**src/rtl/pwb_pkg.sv**
```systemverilog
package pwb_pkg;
  // Counter update selected for the coming edge
  typedef enum logic [1:0] {
    CTR_HOLD      = 2'd0,
    CTR_LOAD      = 2'd1,
    CTR_STEP_PAGE = 2'd2,
    CTR_STEP_ALL  = 2'd3
  } ctr_op_e;
endpackage

```
**src/rtl/pwb_ctrl.sv**
```systemverilog
module pwb_ctrl
  import pwb_pkg::*;
(
  input  logic    clk,
  input  logic    rst_n,
  input  logic    load_valid,
  input  logic    wr_valid,
  input  logic    rd_inc,
  input  logic    commit_active,
  input  logic    commit_done,
  input  logic    abort,
  output logic    wr_ready,
  output logic    wr_take,
  output logic    flag_clr,
  output ctr_op_e ctr_op
);
  logic stall;

  assign flag_clr = commit_done | abort | load_valid;
  assign stall    = commit_active | load_valid | commit_done | abort;
  assign wr_ready = ~stall;
  assign wr_take  = wr_valid & ~stall;

  always_comb begin
    ctr_op = CTR_HOLD;
    if (load_valid)   ctr_op = CTR_LOAD;
    else if (wr_take) ctr_op = CTR_STEP_PAGE;
    else if (rd_inc)  ctr_op = CTR_STEP_ALL;
  end


  stall_blocks_take_chk: assert property (@(posedge clk) disable iff (!rst_n)
    (commit_active | commit_done | abort) |-> (ctr_op != CTR_STEP_PAGE));
endmodule

```
**src/rtl/pwb_addr_ctr.sv**
```systemverilog
module pwb_addr_ctr
  import pwb_pkg::*;
#(
  parameter int PAGE_BITS = 9,
  parameter int OFS_BITS  = 6,
  localparam int ADDR_W   = PAGE_BITS + OFS_BITS
) (
  input  logic              clk,
  input  logic              rst_n,
  input  ctr_op_e           op,
  input  logic [ADDR_W-1:0] ld_addr,
  output logic [ADDR_W-1:0] addr
);
  logic [ADDR_W-1:0]    addr_q;
  logic [ADDR_W-1:0]    addr_d;
  logic [OFS_BITS-1:0]  ofs_next;
  logic [ADDR_W-1:0]    all_next;

  assign ofs_next = addr_q[OFS_BITS-1:0] + 1'b1;
  assign all_next = addr_q + 1'b1;

  always_comb begin
    unique case (op)
      CTR_LOAD:      addr_d = ld_addr;
      CTR_STEP_PAGE: addr_d = {addr_q[ADDR_W-1:OFS_BITS], ofs_next};
      CTR_STEP_ALL:  addr_d = all_next;
      default:       addr_d = addr_q;
    endcase
  end

  always_ff @(posedge clk) begin
    if (!rst_n) addr_q <= '0;
    else        addr_q <= addr_d;
  end

  assign addr = addr_q;


  load_takes_addr_chk: assert property (@(posedge clk) disable iff (!rst_n)
    (op == CTR_LOAD) |=> (addr == $past(ld_addr)));

  page_step_wrap_chk: assert property (@(posedge clk) disable iff (!rst_n)
    (op == CTR_STEP_PAGE) |=> (addr[ADDR_W-1:OFS_BITS] == $past(addr[ADDR_W-1:OFS_BITS])
      && addr[OFS_BITS-1:0] == OFS_BITS'($past(addr[OFS_BITS-1:0]) + 1)));

  full_step_wrap_chk: assert property (@(posedge clk) disable iff (!rst_n)
    (op == CTR_STEP_ALL) |=> (addr == ADDR_W'($past(addr) + 1)));

  hold_stable_chk: assert property (@(posedge clk) disable iff (!rst_n)
    (op == CTR_HOLD) |=> $stable(addr));
endmodule

```
**src/rtl/pwb_page_store.sv**
```systemverilog
module pwb_page_store #(
  parameter int OFS_BITS = 6,
  parameter int DATA_W   = 8,
  localparam int DEPTH   = 1 << OFS_BITS
) (
  input  logic                    clk,
  input  logic                    rst_n,
  input  logic                    we,
  input  logic [OFS_BITS-1:0]     idx,
  input  logic [DATA_W-1:0]       wdata,
  input  logic                    clr,
  output logic [DEPTH-1:0]        vld,
  output logic [DEPTH*DATA_W-1:0] image
);
  logic [DATA_W-1:0] mem_q [DEPTH];
  logic [DEPTH-1:0]  vld_q;

  for (genvar i = 0; i < DEPTH; i++) begin : g_slot
    logic hit;
    assign hit = we && (idx == OFS_BITS'(i));

    always_ff @(posedge clk) begin
      if (hit) mem_q[i] <= wdata;
    end

    always_ff @(posedge clk) begin
      if (!rst_n)   vld_q[i] <= 1'b0;
      else if (clr) vld_q[i] <= 1'b0;
      else if (hit) vld_q[i] <= 1'b1;
    end

    assign image[i*DATA_W +: DATA_W] = mem_q[i];
  end

  assign vld = vld_q;


  write_lands_chk: assert property (@(posedge clk) disable iff (!rst_n)
    (we && !clr) |=> (vld_q[$past(idx)] && mem_q[$past(idx)] == $past(wdata)));

  clear_empties_chk: assert property (@(posedge clk) disable iff (!rst_n)
    clr |=> (vld_q == '0));

  idle_keeps_flags_chk: assert property (@(posedge clk) disable iff (!rst_n)
    (!we && !clr) |=> $stable(vld_q));
endmodule

```
**src/rtl/page_wr_buf.sv**
```systemverilog
module page_wr_buf
  import pwb_pkg::*;
#(
  parameter int PAGE_BITS = 9,
  parameter int OFS_BITS  = 6,
  parameter int DATA_W    = 8,
  localparam int ADDR_W   = PAGE_BITS + OFS_BITS,
  localparam int DEPTH    = 1 << OFS_BITS
) (
  input  logic                    clk,
  input  logic                    rst_n,
  input  logic                    load_valid,
  input  logic [ADDR_W-1:0]       load_addr,
  input  logic                    wr_valid,
  output logic                    wr_ready,
  input  logic [DATA_W-1:0]       wr_data,
  input  logic                    rd_inc,
  input  logic                    commit_active,
  input  logic                    commit_done,
  input  logic                    abort,
  output logic [ADDR_W-1:0]       cur_addr,
  output logic [PAGE_BITS-1:0]    page_addr,
  output logic [DEPTH-1:0]        page_valid,
  output logic [DEPTH*DATA_W-1:0] page_data
);
  ctr_op_e ctr_op;
  logic    wr_take;
  logic    flag_clr;

  pwb_ctrl u_ctrl (
    .clk           (clk),
    .rst_n         (rst_n),
    .load_valid    (load_valid),
    .wr_valid      (wr_valid),
    .rd_inc        (rd_inc),
    .commit_active (commit_active),
    .commit_done   (commit_done),
    .abort         (abort),
    .wr_ready      (wr_ready),
    .wr_take       (wr_take),
    .flag_clr      (flag_clr),
    .ctr_op        (ctr_op)
  );

  pwb_addr_ctr #(
    .PAGE_BITS (PAGE_BITS),
    .OFS_BITS  (OFS_BITS)
  ) u_ctr (
    .clk     (clk),
    .rst_n   (rst_n),
    .op      (ctr_op),
    .ld_addr (load_addr),
    .addr    (cur_addr)
  );

  pwb_page_store #(
    .OFS_BITS (OFS_BITS),
    .DATA_W   (DATA_W)
  ) u_store (
    .clk   (clk),
    .rst_n (rst_n),
    .we    (wr_take),
    .idx   (cur_addr[OFS_BITS-1:0]),
    .wdata (wr_data),
    .clr   (flag_clr),
    .vld   (page_valid),
    .image (page_data)
  );

  assign page_addr = cur_addr[ADDR_W-1:OFS_BITS];


  stall_freezes_flags_chk: assert property (@(posedge clk) disable iff (!rst_n)
    (commit_active && !load_valid && !commit_done && !abort) |=> $stable(page_valid));

  write_beats_rdinc_chk: assert property (@(posedge clk) disable iff (!rst_n)
    (wr_valid && wr_ready && rd_inc) |=>
      (cur_addr[ADDR_W-1:OFS_BITS] == $past(cur_addr[ADDR_W-1:OFS_BITS])));
endmodule

```
**config.mk**
```make
export PLATFORM = sky130hd
export DESIGN_NAME = page_wr_buf
export DESIGN_NICKNAME = d
export VERILOG_FILES = /design/src/rtl/pwb_pkg.sv /design/src/rtl/pwb_ctrl.sv /design/src/rtl/pwb_addr_ctr.sv /design/src/rtl/pwb_page_store.sv /design/src/rtl/page_wr_buf.sv
export SDC_FILE = /design/constraint.sdc
export NUM_CORES = 1
export LEC_CHECK = 0
export BUFFER_PORTS_ARGS = -buffer_cell sky130_fd_sc_hd__buf_2
export CAP_MARGIN = 20
export CORE_AREA = 2 2 248 250
export CTS_BUF_LIST = sky130_fd_sc_hd__clkbuf_4
export DETAILED_ROUTE_END_ITERATION = 6
export DIE_AREA = 0 0 250 252
export PLACE_DENSITY_LB_ADDON = 0.2
export SKIP_CTS_REPAIR_TIMING = 1
export SLEW_MARGIN = 0
export SYNTH_ARGS = -nofsm -noshare
export SYNTH_HDL_FRONTEND = slang
export SYNTH_SLANG_ARGS = --single-unit
```
**constraint.sdc**
```tcl
create_clock -name clk -period 3.16 [get_ports clk]
set_clock_uncertainty 0.2 [all_clocks]
set_input_delay 0.158 -clock clk [delete_from_list [all_inputs] [get_ports clk]]
set_output_delay 0.158 -clock clk [all_outputs]
set_load 0.005 [all_outputs]
```
# Word-level counts from Yosys, hierarchy flattened

Memories as Yosys holds them, arrays and structs flattened.
Index checks and enable logic that the tools add are counted.

$add $sub $neg: 2
Multipliers: 0
Div/mod/pow operators: 0
Magnitude comparators: 0
Equality and inequality tests: 66
Shifts and indexed selects: 0
Mux-type cells: 321
Bitwise operators: 9
Reduce and logical (&&, ||, !) cells: 132

Operator list:

| cell                                          | count |
|---|---|
| two-way mux 8 bit                             | 63 |
| OR reduction 8 bit                            | 63 |
| two-way mux 6 bit                             | 63 |
| == test 6 bit, second input constant          | 32 |
| two-way mux 1 bit                             | 191 |
| == test 6 x 5 -> 1 bit, second input constant | 16 |
| logical AND 1 bit                             | 64 |
| == test 6 x 4 -> 1 bit, second input constant | 8 |
| case mux 15 bit (3 select lines)              | 1 |
| == test 6 x 3 -> 1 bit, second input constant | 4 |
| adder 15 x 1 -> 15 bit, second input constant | 1 |
| == test 6 x 2 -> 1 bit, second input constant | 2 |
| adder 6 x 1 -> 6 bit, second input constant   | 1 |
| == test 6 x 1 -> 1 bit, second input constant | 1 |
| zero test 6 bit                               | 1 |
| two-way mux 2 bit                             | 3 |
| bitwise OR 1 bit                              | 5 |
| == test 2 bit, second input constant          | 2 |
| NOT 1 bit                                     | 3 |
| nonzero test 3 bit                            | 1 |
| == test 2 x 1 -> 1 bit, second input constant | 1 |
| AND reduction 2 bit                           | 1 |
| nonzero test 2 bit                            | 1 |
| OR reduction 2 bit                            | 1 |
| bitwise AND 1 bit                             | 1 |

Register bits after elaboration: 79
Latch bits: 0
RAM bits: 512
Memory bits (read-only): 0
Output and inout port bits: 601
Memories kept: 1

Memory list:

| name          | depth | bits a word | read ports | clocked after Yosys merged registers in | write ports | RTL line             | RTL |
|---|---|---|---|---|---|---|---|
| u_store.mem_q | 64    | 8           | 64         | 0                                       | 1           | pwb_page_store.sv:15 | `logic [DATA_W-1:0] mem_q [DEPTH];` |

# Depth between registers and ports, before layout

Depth in word-level cells: 72
Mapped depth: 7

# Modules after synthesis

From an unflattened synthesis, not the netlist that was laid out.

Cells, all modules: 876
Area, all modules: 18662.9 um^2

By module, submodules not included:

| module         | times used | cells each | area an instance (um^2) | sequential area each (um^2) |
|---|---|---|---|---|
| pwb_page_store | 1          | 741        | 17638.2                 | 16656.0 |
| pwb_addr_ctr   | 1          | 119        | 912.1                   | 300.3 |
| page_wr_buf    | 1          | 9          | 67.6                    | 0.0 |
| pwb_ctrl       | 1          | 7          | 45.0                    | 0.0 |

# Worst setup path after synthesis

No wires, ideal clock.

Path type: flip-flop to flip-flop
Start: reg u_ctr.addr_q[4], in the netlist u_ctr.addr[4]
End: mem u_store.mem_q[31][0], in the netlist u_store.mem_q[0][248] (enable)
Data arrival time: 1.799 ns
Required time: 2.586 ns
Setup slack: 0.788 ns
Cell stages (with the launch flop): 6
Path buffers: 2
Clock period less this slack: 2.372 ns
Path through: dfxtp_1 clkbuf_1 inv_1 or4_1 buf_2 nor2_1

RTL lines:

| element                                                                               | RTL line             | RTL |
|---|---|---|
| start: declaration                                                                    | pwb_addr_ctr.sv:14   | `logic [ADDR_W-1:0] addr_q;` |
| start signal: assignment                                                              | pwb_addr_ctr.sv:33   | `else addr_q <= addr_d;` |
| == test 6 x 5 -> 1 bit *                                                              | pwb_page_store.sv:20 | `assign hit = we && (idx == OFS_BITS'(i));` |
| logical AND 1 bit *                                                                   | pwb_page_store.sv:20 |  |
| named net u_store.g_slot[31].hit                                                      | pwb_page_store.sv:19 | `logic hit;` |
| two-way mux 1 bit *                                                                   | pwb_page_store.sv:23 | `if (hit) mem_q[i] <= wdata;` |
| two-way mux 1 bit (not written as such) *                                             | pwb_page_store.sv:23 |  |
| OR reduction 8 bit (no line)                                                          | n/a                  |  |
| two-way mux 6 bit (no line) / two-way mux 1 bit (equally long branches) (33 in a row) | n/a                  |  |
| end: declaration                                                                      | pwb_page_store.sv:15 |  |

Mark *: on every way through the listed nets, which the timed path passes. The rest lies on a longest branch.

# Worst setup path after layout

Start: in load_valid
End: reg u_store.vld_q[53], in the netlist u_store.vld[53]

Longest elaborated chain between the ends: 6

Ends and longest elaborated chain:

| element                        | RTL line             | RTL |
|---|---|---|
| start: declaration             | page_wr_buf.sv:12    | `input logic load_valid,` |
| bitwise OR 1 bit (3 in a row)  | pwb_ctrl.sv:20       | `assign stall = commit_active \| load_valid \| commit_done \| abort;` |
| NOT 1 bit                      | pwb_ctrl.sv:22       | `assign wr_take = wr_valid & ~stall;` |
| bitwise AND 1 bit              | pwb_ctrl.sv:22       |  |
| logical AND 1 bit              | pwb_page_store.sv:20 |  |
| end signal: indexed assignment | pwb_page_store.sv:27 | `if (!rst_n) vld_q[i] <= 1'b0;` |
| end signal: indexed assignment | pwb_page_store.sv:28 | `else if (clr) vld_q[i] <= 1'b0;` |
| end signal: indexed assignment | pwb_page_store.sv:29 | `else if (hit) vld_q[i] <= 1'b1;` |
| end: declaration               | pwb_page_store.sv:16 | `logic [DEPTH-1:0] vld_q;` |

Several ways; a longest one is shown, not always the timed one.
A chain may end at the register's enable or synchronous reset.

==> metrics.txt <==
HP Start=wr_data[6]; Tightest Pin Transition=0.802 ns; FF-to-FF setup slack=0.40 ns; vias in the first global route=12.1k; 1st-pass router iterations=7; Clk Latency, worst-skew pair=0.93 ns; RR Endpoint=u_ctr.addr[12]; origin of the critical flop-to-flop path=u_ctr.addr[0]; largest net degree at the start of global routing=65; Die ar.=63,000 um^2; Hold Path End=u_store.mem_q[0][46]; worst endpoint data arrival time=3.91 ns; P_leak=0.0103 uW; Post-synth EDFFs=512; ANT nets after route=0; first-pass GRT wire length=89,300 um; row count=90; synthesized flop and latch total=591; Tmin final=3.23 ns; placed cell area=23,500 um^2; DP Worst Slack=0.381 ns; gr usage total=0.203; Die Span Y=252 um; Avg Cell Area, Syn=19.9 um^2; Area Overhead vs Synth=39.6%; Via density=4.50; Synth Warn #=0; IO Port Bufs=631; CP Data Required Time=3.84 ns; PwrDens=593 nW/um^2; fin cells=2,759; initial antenna violation count=2; synthesized netlist cell count=948; maximum vdd drop=0.000297 V; placed cells=2,405; CTS Buf Count=152; Crit Path Category=in2reg; Async SR Flop Fraction=0; WL per Instance=24.1 um; Worst Hold Path Cells=3; Worst Slack Setup Final=-0.0692 ns; Final nets=1,896; GPL Wtd Cong=0.808; clk sinks=591; DRC viols=0; Root Buffer=clkbuf_4; Total Routed Length=66,400 um; status=finished, violations left; Final Cell Area=26,400 um^2; fillers=5,552; syn nets=983; Setup violations, final=1; nature of the critical path startpoint=input port; Detailed Place HPWL=44,500 um; Max-Cap Viols=0; layout cell share with drive strength beyond 1=0.490; H-tree depth=4; Iteration-0 DRC Markers=708; post-synth cell types=44; clk buf depth=3; worst-case reg-to-reg path depth=7; DIE WIDTH=250 um; CTS tree=done; hold crit path type=in2reg; violated checks=setup timing; fin crit share=1.02; Critical Path Fanout Max=15; fin util=0.438; via count of the routed design=12.4k; Final Hold Vio Count=0; IO Count=632; main flop type after synthesis=edfxtp_1; register area share after synthesis=0.898; crit end category=flop; Clk pin slew, worst setup/hold paths=0.07 ns; Slew Viols, Final=0; Starting Density=0.314; core area=60,100 um^2; FMAX=310 MHz; synthesized area=18,900 um^2; relative slew slack=0.465; grt total ovfl=0
==> where the power goes <==
part | switching (uW) | total (uW) | internal (uW)
registers | 28.0 | 8510 | 8480
logic | 319 | 483 | 164
clock network | 3030 | 6650 | 3620
total | 3380 | 15600 | 12300
==> routing by layer <==
metal  share of wire  track usage
met4           0.019       0.0693
met2            0.50        0.336
met1            0.39        0.241
met3           0.090       0.0809
met5               0            0
==> logic make-up after synthesis <==
| kind of cell | after synthesis | share of synthesized area |
|---|---|---|
| XOR/XNOR | 4 | 0.00185 |
| multiplexers | 2 | 0.00106 |
| AND/OR/NAND/NOR | 199 | 0.0513 |
| adder cells (fa/ha/maj) | 4 | 0.00265 |
| buffers and inverters | 45 | 0.0119 |
| AO/OA/AOI/OAI | 103 | 0.0337 |
| flip-flops | 591 | 0.898 |
==> stage by stage <==
| step | total power (uW) | hold WS (ns) | TNS [ns] |
|---|---|---|---|
| 6_report | 15600 | 0.126 | -0.0692 |
| 3_3_place_gp | 9080 | 0.233 | 0 |
| 4_1_cts | 15800 | -0.865 | 0 |
| 2_1_floorplan | 8780 | 0.0569 | 0 |
| 3_5_place_dp | 9080 | 0.240 | 0 |
| 5_1_grt | 16300 | 0.0715 | -0.00270 |
==> synth_stat cells (3+ instances only) <==
library cell | count | share of area
nor2_4 | 10 | 0.0060
nand4_1 | 7 | 0.0023
a32o_1 | 3 | 0.0016
nor3_1 | 5 | 0.0013
inv_1 | 8 | 0.0016
and4_1 | 3 | 0.0014
a21oi_1 | 52 | 0.014
dfxtp_1 | 79 | 0.084
o21ai_0 | 12 | 0.0032
o41ai_1 | 3 | 0.0014
nand2_1 | 29 | 0.0058
clkbuf_1 | 22 | 0.0044
nand3_1 | 11 | 0.0029
ha_1 | 4 | 0.0026
nor2_1 | 101 | 0.020
edfxtp_1 | 512 | 0.81
and3_1 | 7 | 0.0023
buf_4 | 9 | 0.0036
nor2b_1 | 3 | 0.00099
xnor2_1 | 4 | 0.0019
buf_2 | 4 | 0.0011
and2_1 | 12 | 0.0040
or3_1 | 3 | 0.00099
o21a_1 | 19 | 0.0076
==> worst max path at each step <==
stage,startpoint,to,depth (start not counted)
floorplan,u_ctr.addr[4],u_store.mem_q[0][248],5
global placement,load_valid,u_store.mem_q[0][180],5
detailed placement,load_valid,u_store.mem_q[0][174],5
CTS,u_ctr.addr[4],u_store.mem_q[0][197],4
global route,load_valid,u_store.vld[53],10
finish,load_valid,u_store.vld[53],10
==> cells in the final DEF (no fill, tap or decap), types with 12 or more instances in the layout <==
master,count
dlygate4sd3_1,84
a21oi_1,52
o21ai_0,12
dfxtp_1,79
clkinv_1,28
buf_2,631
buf_4,73
nor2_1,101
edfxtp_1,512
clkbuf_4,228
nand2_1,29
o21a_1,19
==> worst max-delay path: stages <==
cell           delay (ns)
dlygate4sd3_1        0.52
buf_2                0.21
or4_4                0.58
dlygate4sd3_1        0.67
nor3_2               0.18
dlygate4sd3_1        0.58
buf_4                0.24
a21oi_1              0.10
nor2_1               0.09
dlygate4sd3_1        0.56
==> final cells by class <==
class | count | area (um^2) | share of cell area
inverter | 9 | 33.8 | 0.00128
timing repair buffer | 795 | 4690 | 0.178
multi-input combinational | 312 | 1720 | 0.0652
sequential | 591 | 17000 | 0.643
clock buffer | 228 | 1710 | 0.0649
clock inverter | 41 | 279 | 0.0106
antenna | 1 | 2.50 | 0.0000949
tap | 782 | 978 | 0.0371
==> sequential cells by signal (all words and copies together) (netlist names) <==
register       cells
u_ctr.addr        15
u_store.mem_q    512
u_store.vld       64
Note: power is estimated with default switching activity, not from simulation.
